==> src/rtl/gpio_pkg.sv <==
package gpio_pkg;

  typedef enum logic [1:0] {
    OP_NONE   = 2'b00,
    OP_SET    = 2'b01,
    OP_CLEAR  = 2'b10,
    OP_INVERT = 2'b11
  } opKind_t;

  typedef struct packed {
    logic    captureRead;
    logic    applyModify;
    logic    commitWrite;
    opKind_t opKind;
  } seqStrobe_t;

endpackage

==> src/rtl/gpio_ctrl.sv <==
module gpio_ctrl
  import gpio_pkg::*;
#(
  parameter int WIDTH = 8,
  localparam int BIT_W = (WIDTH > 1) ? $clog2(WIDTH) : 1
) (
  input  logic             clk,
  input  logic             rstN,
  input  logic             opValid,
  input  logic [1:0]       opCode,
  input  logic [BIT_W-1:0] opBit,
  output seqStrobe_t       strobe,
  output logic [BIT_W-1:0] bitSel,
  output logic             busy
);

  typedef enum logic [1:0] {
    ST_IDLE,
    ST_READ,
    ST_MODIFY,
    ST_WRITE
  } seqState_t;

  seqState_t state;
  opKind_t   kindReg;
  logic      accept;

  assign accept = opValid && (state == ST_IDLE) && (opKind_t'(opCode) != OP_NONE);

  always_ff @(posedge clk or negedge rstN) begin
    if (!rstN) begin
      state   <= ST_IDLE;
      kindReg <= OP_NONE;
      bitSel  <= '0;
    end else begin
      unique case (state)
        ST_IDLE: begin
          if (accept) begin
            state   <= ST_READ;
            kindReg <= opKind_t'(opCode);
            bitSel  <= opBit;
          end
        end
        ST_READ:   state <= ST_MODIFY;
        ST_MODIFY: state <= ST_WRITE;
        ST_WRITE:  state <= ST_IDLE;
        default:   state <= ST_IDLE;
      endcase
    end
  end

  always_comb begin
    strobe.captureRead = (state == ST_READ);
    strobe.applyModify = (state == ST_MODIFY);
    strobe.commitWrite = (state == ST_WRITE);
    strobe.opKind      = kindReg;
  end

  assign busy = (state != ST_IDLE);

  // an accepted request starts the read step on the next cycle
  assert_accept_starts_read_R5: assert property (@(posedge clk) disable iff (!rstN)
    (opValid && !busy && opCode != 2'b00) |=> strobe.captureRead);

  // the three steps follow each other in order
  assert_read_then_modify_R5: assert property (@(posedge clk) disable iff (!rstN)
    strobe.captureRead |=> strobe.applyModify);
  assert_modify_then_write_R5: assert property (@(posedge clk) disable iff (!rstN)
    strobe.applyModify |=> strobe.commitWrite);
  assert_write_ends_busy_R5: assert property (@(posedge clk) disable iff (!rstN)
    strobe.commitWrite |=> !busy);

  // a null request never starts the sequencer
  assert_null_ignored_R9: assert property (@(posedge clk) disable iff (!rstN)
    (!busy && !(opValid && opCode != 2'b00)) |=> !busy);

  assert_steps_exclusive_R5: assert property (@(posedge clk) disable iff (!rstN)
    $onehot0({strobe.captureRead, strobe.applyModify, strobe.commitWrite}));

endmodule

==> src/rtl/gpio_datapath.sv <==
module gpio_datapath
  import gpio_pkg::*;
#(
  parameter int WIDTH       = 8,
  parameter int SYNC_STAGES = 2,
  localparam int BIT_W = (WIDTH > 1) ? $clog2(WIDTH) : 1
) (
  input  logic             clk,
  input  logic             rstN,
  input  logic             regSel,
  input  logic             busWrite,
  input  logic [WIDTH-1:0] busWdata,
  output logic [WIDTH-1:0] busRdata,
  input  seqStrobe_t       strobe,
  input  logic [BIT_W-1:0] bitSel,
  input  logic [WIDTH-1:0] pinIn,
  output logic [WIDTH-1:0] pinOut,
  output logic [WIDTH-1:0] pinOe
);

  logic [WIDTH-1:0] dirReg;
  logic [WIDTH-1:0] latchReg;
  logic [WIDTH-1:0] snapshot;
  logic [WIDTH-1:0] portView;
  logic [WIDTH-1:0] pinSync;
  logic [WIDTH-1:0] bitMask;
  logic [WIDTH-1:0] modified;
  logic             wrLatch;
  logic             wrDir;

  // Input synchronizer chain, one stage per generate step
  logic [WIDTH-1:0] syncChain [SYNC_STAGES];

  genvar s;
  generate
    for (s = 0; s < SYNC_STAGES; s++) begin : g_sync
      if (s == 0) begin : g_first
        always_ff @(posedge clk or negedge rstN) begin
          if (!rstN) syncChain[s] <= '0;
          else       syncChain[s] <= pinIn;
        end
      end else begin : g_next
        always_ff @(posedge clk or negedge rstN) begin
          if (!rstN) syncChain[s] <= '0;
          else       syncChain[s] <= syncChain[s-1];
        end
      end
    end
  endgenerate

  assign pinSync = syncChain[SYNC_STAGES-1];

  // Per-bit read mux: outputs return latch, inputs return pin level
  genvar b;
  generate
    for (b = 0; b < WIDTH; b++) begin : g_mix
      assign portView[b] = dirReg[b] ? latchReg[b] : pinSync[b];
    end
  endgenerate

  assign bitMask = WIDTH'(1) << bitSel;

  always_comb begin
    unique case (strobe.opKind)
      OP_SET:    modified = snapshot | bitMask;
      OP_CLEAR:  modified = snapshot & ~bitMask;
      OP_INVERT: modified = snapshot ^ bitMask;
      default:   modified = snapshot;
    endcase
  end

  assign wrLatch = busWrite && !regSel;
  assign wrDir   = busWrite && regSel;

  always_ff @(posedge clk or negedge rstN) begin
    if (!rstN) begin
      snapshot <= '0;
    end else if (strobe.captureRead) begin
      snapshot <= portView;
    end else if (strobe.applyModify) begin
      snapshot <= modified;
    end
  end

  always_ff @(posedge clk or negedge rstN) begin
    if (!rstN) begin
      latchReg <= '0;
    end else if (strobe.commitWrite) begin
      latchReg <= snapshot;
    end else if (wrLatch) begin
      latchReg <= busWdata;
    end
  end

  always_ff @(posedge clk or negedge rstN) begin
    if (!rstN)      dirReg <= '0;
    else if (wrDir) dirReg <= busWdata;
  end

  assign busRdata = regSel ? dirReg : portView;
  assign pinOut   = latchReg;
  assign pinOe    = dirReg;

  // the write step loads the byte built in the modify step
  assert_commit_loads_snapshot_R5: assert property (@(posedge clk) disable iff (!rstN)
    strobe.commitWrite |=> (pinOut == $past(snapshot)));

  // without a bus write or write step the latch holds
  assert_latch_holds_R9: assert property (@(posedge clk) disable iff (!rstN)
    (!strobe.commitWrite && !wrLatch) |=> $stable(pinOut));

  // direction only moves on a direction write
  assert_dir_holds_R2: assert property (@(posedge clk) disable iff (!rstN)
    !wrDir |=> $stable(pinOe));

  // a colliding bus write loses to the write step
  assert_commit_priority_R10: assert property (@(posedge clk) disable iff (!rstN)
    (strobe.commitWrite && wrLatch) |=> (pinOut == $past(snapshot)));

endmodule

==> src/rtl/gpio_rmw_port.sv <==
module gpio_rmw_port
  import gpio_pkg::*;
#(
  parameter int WIDTH       = 8,
  parameter int SYNC_STAGES = 2,
  localparam int BIT_W = (WIDTH > 1) ? $clog2(WIDTH) : 1
) (
  input  logic             clk,
  input  logic             rstN,
  input  logic             regSel,
  input  logic             busWrite,
  input  logic [WIDTH-1:0] busWdata,
  output logic [WIDTH-1:0] busRdata,
  input  logic             opValid,
  input  logic [1:0]       opCode,
  input  logic [BIT_W-1:0] opBit,
  output logic             opBusy,
  input  logic [WIDTH-1:0] pinIn,
  output logic [WIDTH-1:0] pinOut,
  output logic [WIDTH-1:0] pinOe
);

  seqStrobe_t       strobe;
  logic [BIT_W-1:0] bitSel;

  gpio_ctrl #(.WIDTH(WIDTH)) uCtrl (
    .clk     (clk),
    .rstN    (rstN),
    .opValid (opValid),
    .opCode  (opCode),
    .opBit   (opBit),
    .strobe  (strobe),
    .bitSel  (bitSel),
    .busy    (opBusy)
  );

  gpio_datapath #(.WIDTH(WIDTH), .SYNC_STAGES(SYNC_STAGES)) uData (
    .clk      (clk),
    .rstN     (rstN),
    .regSel   (regSel),
    .busWrite (busWrite),
    .busWdata (busWdata),
    .busRdata (busRdata),
    .strobe   (strobe),
    .bitSel   (bitSel),
    .pinIn    (pinIn),
    .pinOut   (pinOut),
    .pinOe    (pinOe)
  );

endmodule

==> config.mk <==
export PLATFORM = sky130hd
export DESIGN_NAME = gpio_rmw_port
export DESIGN_NICKNAME = d
export VERILOG_FILES = /design/src/rtl/gpio_pkg.sv /design/src/rtl/gpio_ctrl.sv /design/src/rtl/gpio_datapath.sv /design/src/rtl/gpio_rmw_port.sv
export SDC_FILE = /design/constraint.sdc
export NUM_CORES = 1
export LEC_CHECK = 0
export BUFFER_PORTS_ARGS = -buffer_cell sky130_fd_sc_hd__buf_2
export CAP_MARGIN = 15
export CORE_MARGIN = 2
export CORE_UTILIZATION = 54
export CTS_CLUSTER_SIZE = 10
export DETAILED_ROUTE_END_ITERATION = 10
export PLACE_DENSITY_LB_ADDON = 0.2
export SLEW_MARGIN = 5
export SYNTH_ARGS = -nofsm -noshare
export SYNTH_HDL_FRONTEND = slang
export SYNTH_SLANG_ARGS = --single-unit
==> constraint.sdc <==
create_clock -name clk -period 2 [get_ports clk]
set_input_delay 0.1 -clock clk [delete_from_list [all_inputs] [get_ports clk]]
set_output_delay 0.1 -clock clk [all_outputs]
set_load 0.02 [all_outputs]
==> reports/qor.yml <==
drtPass1Iterations: 4
seq_area_frac_synth: 0.478
seq_power_share: 0.347
die_w_um: 71.5
criticalPathCategory: "register to register"
portBuffers: 50
critPathLaunchType: "register"
drc: 0
final.period_utilization: 0.896
die_h_um: 71.5
synth_top_area_share: 0.478
synth.distinct_cells: 25
worstSkewPairLatency_ns: 0.30
setup_tns_ns: 0
grt_max_degree: 48
initial_core_util: 0.562
crit_family: "simple AND/OR/NAND/NOR gates"
slowest_stage: "or3b_2"
cp.arrival_ns: 1.99
synth.avg_cell_area_um2: 12.6
syn_inst: 196
fin_nets: 303
grt_pass1_vias: 1628
synth_warnings: 0
die-area_um2: 5120
fin_worst_skew_ns: 0.00727
worst_slack_ns: 0.207
synth_top_cell_by_area: "dfrtp_1"
via_per_inst: 5.57
final_cell_mix: "buf_2 (50), dfrtp_1 (47), mux2_2 (30)"
dp_slack_ns: 0.209
p_leak_nw: 1.39
rows: 24
worst_slew_pin_slew_ns: 0.603
path_cells: "or3b_2 -> ha_1 -> a22oi_1 -> o311a_1 -> o2bb2ai_1"
path_max_fanout: 9
relSlewSlack: 0.598
cts_buffers: 5
slowest_delay_ns: 0.50
cts_sinks: 47
drt_iter0_drc: 97
via_count: 1709
clockPowerShare: 0.139
setup_violations: 0
period_needed_ns: 1.79
endpoint_kind: "register"
cts_setup_buffers: 0
outcome: "finished clean"
io_pins: 51
final_layout_size_suffix_gt1_frac: 0.365
cts_tree: "yes"
routed_wl_um: 4780
core-area_um2: 4380
grt_usage: 0.201
power_frac_comb: 0.513
syn-num-nets: 245
dp_hpwl_um: 3230
peakVddDrop_mv: 0.693
pwr_density_cell_nw_per_um2: 1480
layout_commonest_cell: "buf_2"
crit_buf_inv: 0
ys_ff_latch: 47
grt_pass1_wl_um: 7900
switchingPower_mw: 1.80
p_int_mw: 2.50
hold_viol_final: 0
gp_congestion: 0.736
maxSlewViolCount: 0
synthTopCellsByArea: "dfrtp_1 (48%), mux2_2 (14%), ha_1 (12%)"
antenna_found_initial: 0
syn-cell-area_um2: 2460
rsz0062_at_grt: "false"
cts_buffer_depth: 2
fmax_ghz: 0.558
antenna_cells: 0
path_clk_slew_ns: 0.08
overflow: 0
htree_num_levels: 2
syn_to_final_growth_pct: 18.3
hp-class: "primary input to register"
post_drt_wl_per_cell_um: 15.6
maxCapViolCount: 0
crit_required_ns: 2.19
swShare: 0.420
root_buffer: "clkbuf_8"
final_antenna_net_count: 0
## registers in the layout, indices dropped and copies added, names as in the netlist
name / count
uData.pinOe: 8
uData.pinOut: 8
uData.pinSync: 8
uData.snapshot: 8
uData.syncChain: 8
uCtrl.bitSel: 3
uCtrl.kindReg: 2
uCtrl.state: 2
## layer usage
metal	track usage	vias up	wire [um]
met2	0.330	33	2390
met1	0.269	844	2180
li1	-	826	-
met5	0	-	0
met4	0.0629	0	59
met3	0.0422	6	155
## layout make-up
type / instances / area, um^2
clock buffers: 7 / 86.3
clock inverters: 1 / 8.76
fillers: 351 / 1470
inverters: 13 / 48.8
multi-input cells: 126 / 1170
flip-flops and latches: 47 / 1180
well taps: 52 / 65.1
repair buffers: 61 / 355
## through the flow
stage | utilization | cells | instance area, um^2 | hold slack (ns) | total power [mW]
floorplan | - | 196 | 2460 | -0.196 | 3.21
finish | 0.665 | 307 | 2910 | 0.0423 | 4.30
global route | 0.665 | 307 | 2910 | 0.0396 | 4.66
global placement | 0.622 | 290 | 2730 | 0.208 | 3.65
CTS | 0.665 | 307 | 2910 | 0.0316 | 4.34
detailed placement | 0.622 | 290 | 2730 | 0.209 | 3.71
## cells by family after synthesis
logic type	Yosys count	share of synthesized area
muxes	39	0.174
and+or+nand+nor	23	0.0549
buffers and inverters	23	0.0457
adders and majority gates	23	0.117
DFF	47	0.478
AOI/OAI and AO/OA	41	0.131
## Yosys cell counts
master / count
mux2_2: 30
inv_1: 13
nand2_8: 1
nand2_1: 11
ha_1: 23
or3b_1: 1
buf_6: 2
nand3b_1: 3
or3b_2: 2
dfrtp_1: 47
or3_1: 1
a22oi_1: 8
mux2i_1: 9
clkbuf_1: 2
o21ai_0: 8
buf_1: 1
o211ai_2: 1
nand3_1: 1
nand2b_1: 1
o2bb2ai_1: 8
nor2_1: 2
buf_4: 2
buf_2: 3
o211ai_1: 8
o311a_1: 8
## power groups by stage
stage	Sequential (mW)	Combinational (mW)	Clock (mW)
finish	1.49	2.21	0.599
global route	1.53	2.48	0.648
CTS	1.49	2.23	0.615
detailed placement	1.51	2.20	0
global placement	1.50	2.15	0
floorplan	1.57	1.64	0
## worst paths after layout
kind	start	to	slack, ns	cells past startpoint
min in group asynchronous	rstN	uData.pinSync[6]	0.41	3
max in group asynchronous	rstN	uCtrl.kindReg[1]	1.19	3
worst min-delay path	busWdata[3]	uData.pinOe[3]	0.04	2
worst min register to register	uData.syncChain[13]	uData.pinSync[5]	0.35	0
worst max register to register	uCtrl.bitSel[0]	uData.snapshot[1]	0.21	5
worst max-delay path	uCtrl.bitSel[0]	uData.snapshot[1]	0.21	5
## worst reg2reg max path: stages, from the launching register on
cell	delay (ns)
dfrtp_1	0.47
or3b_2	0.50
ha_1	0.29
a22oi_1	0.18
o311a_1	0.19
o2bb2ai_1	0.06
## what timing repair did
action	CTS	global route
hold buffers	9	0
resized for setup	0	0
endpoints found under the hold margin	55	0
Power figures use the tool's default switching activity.
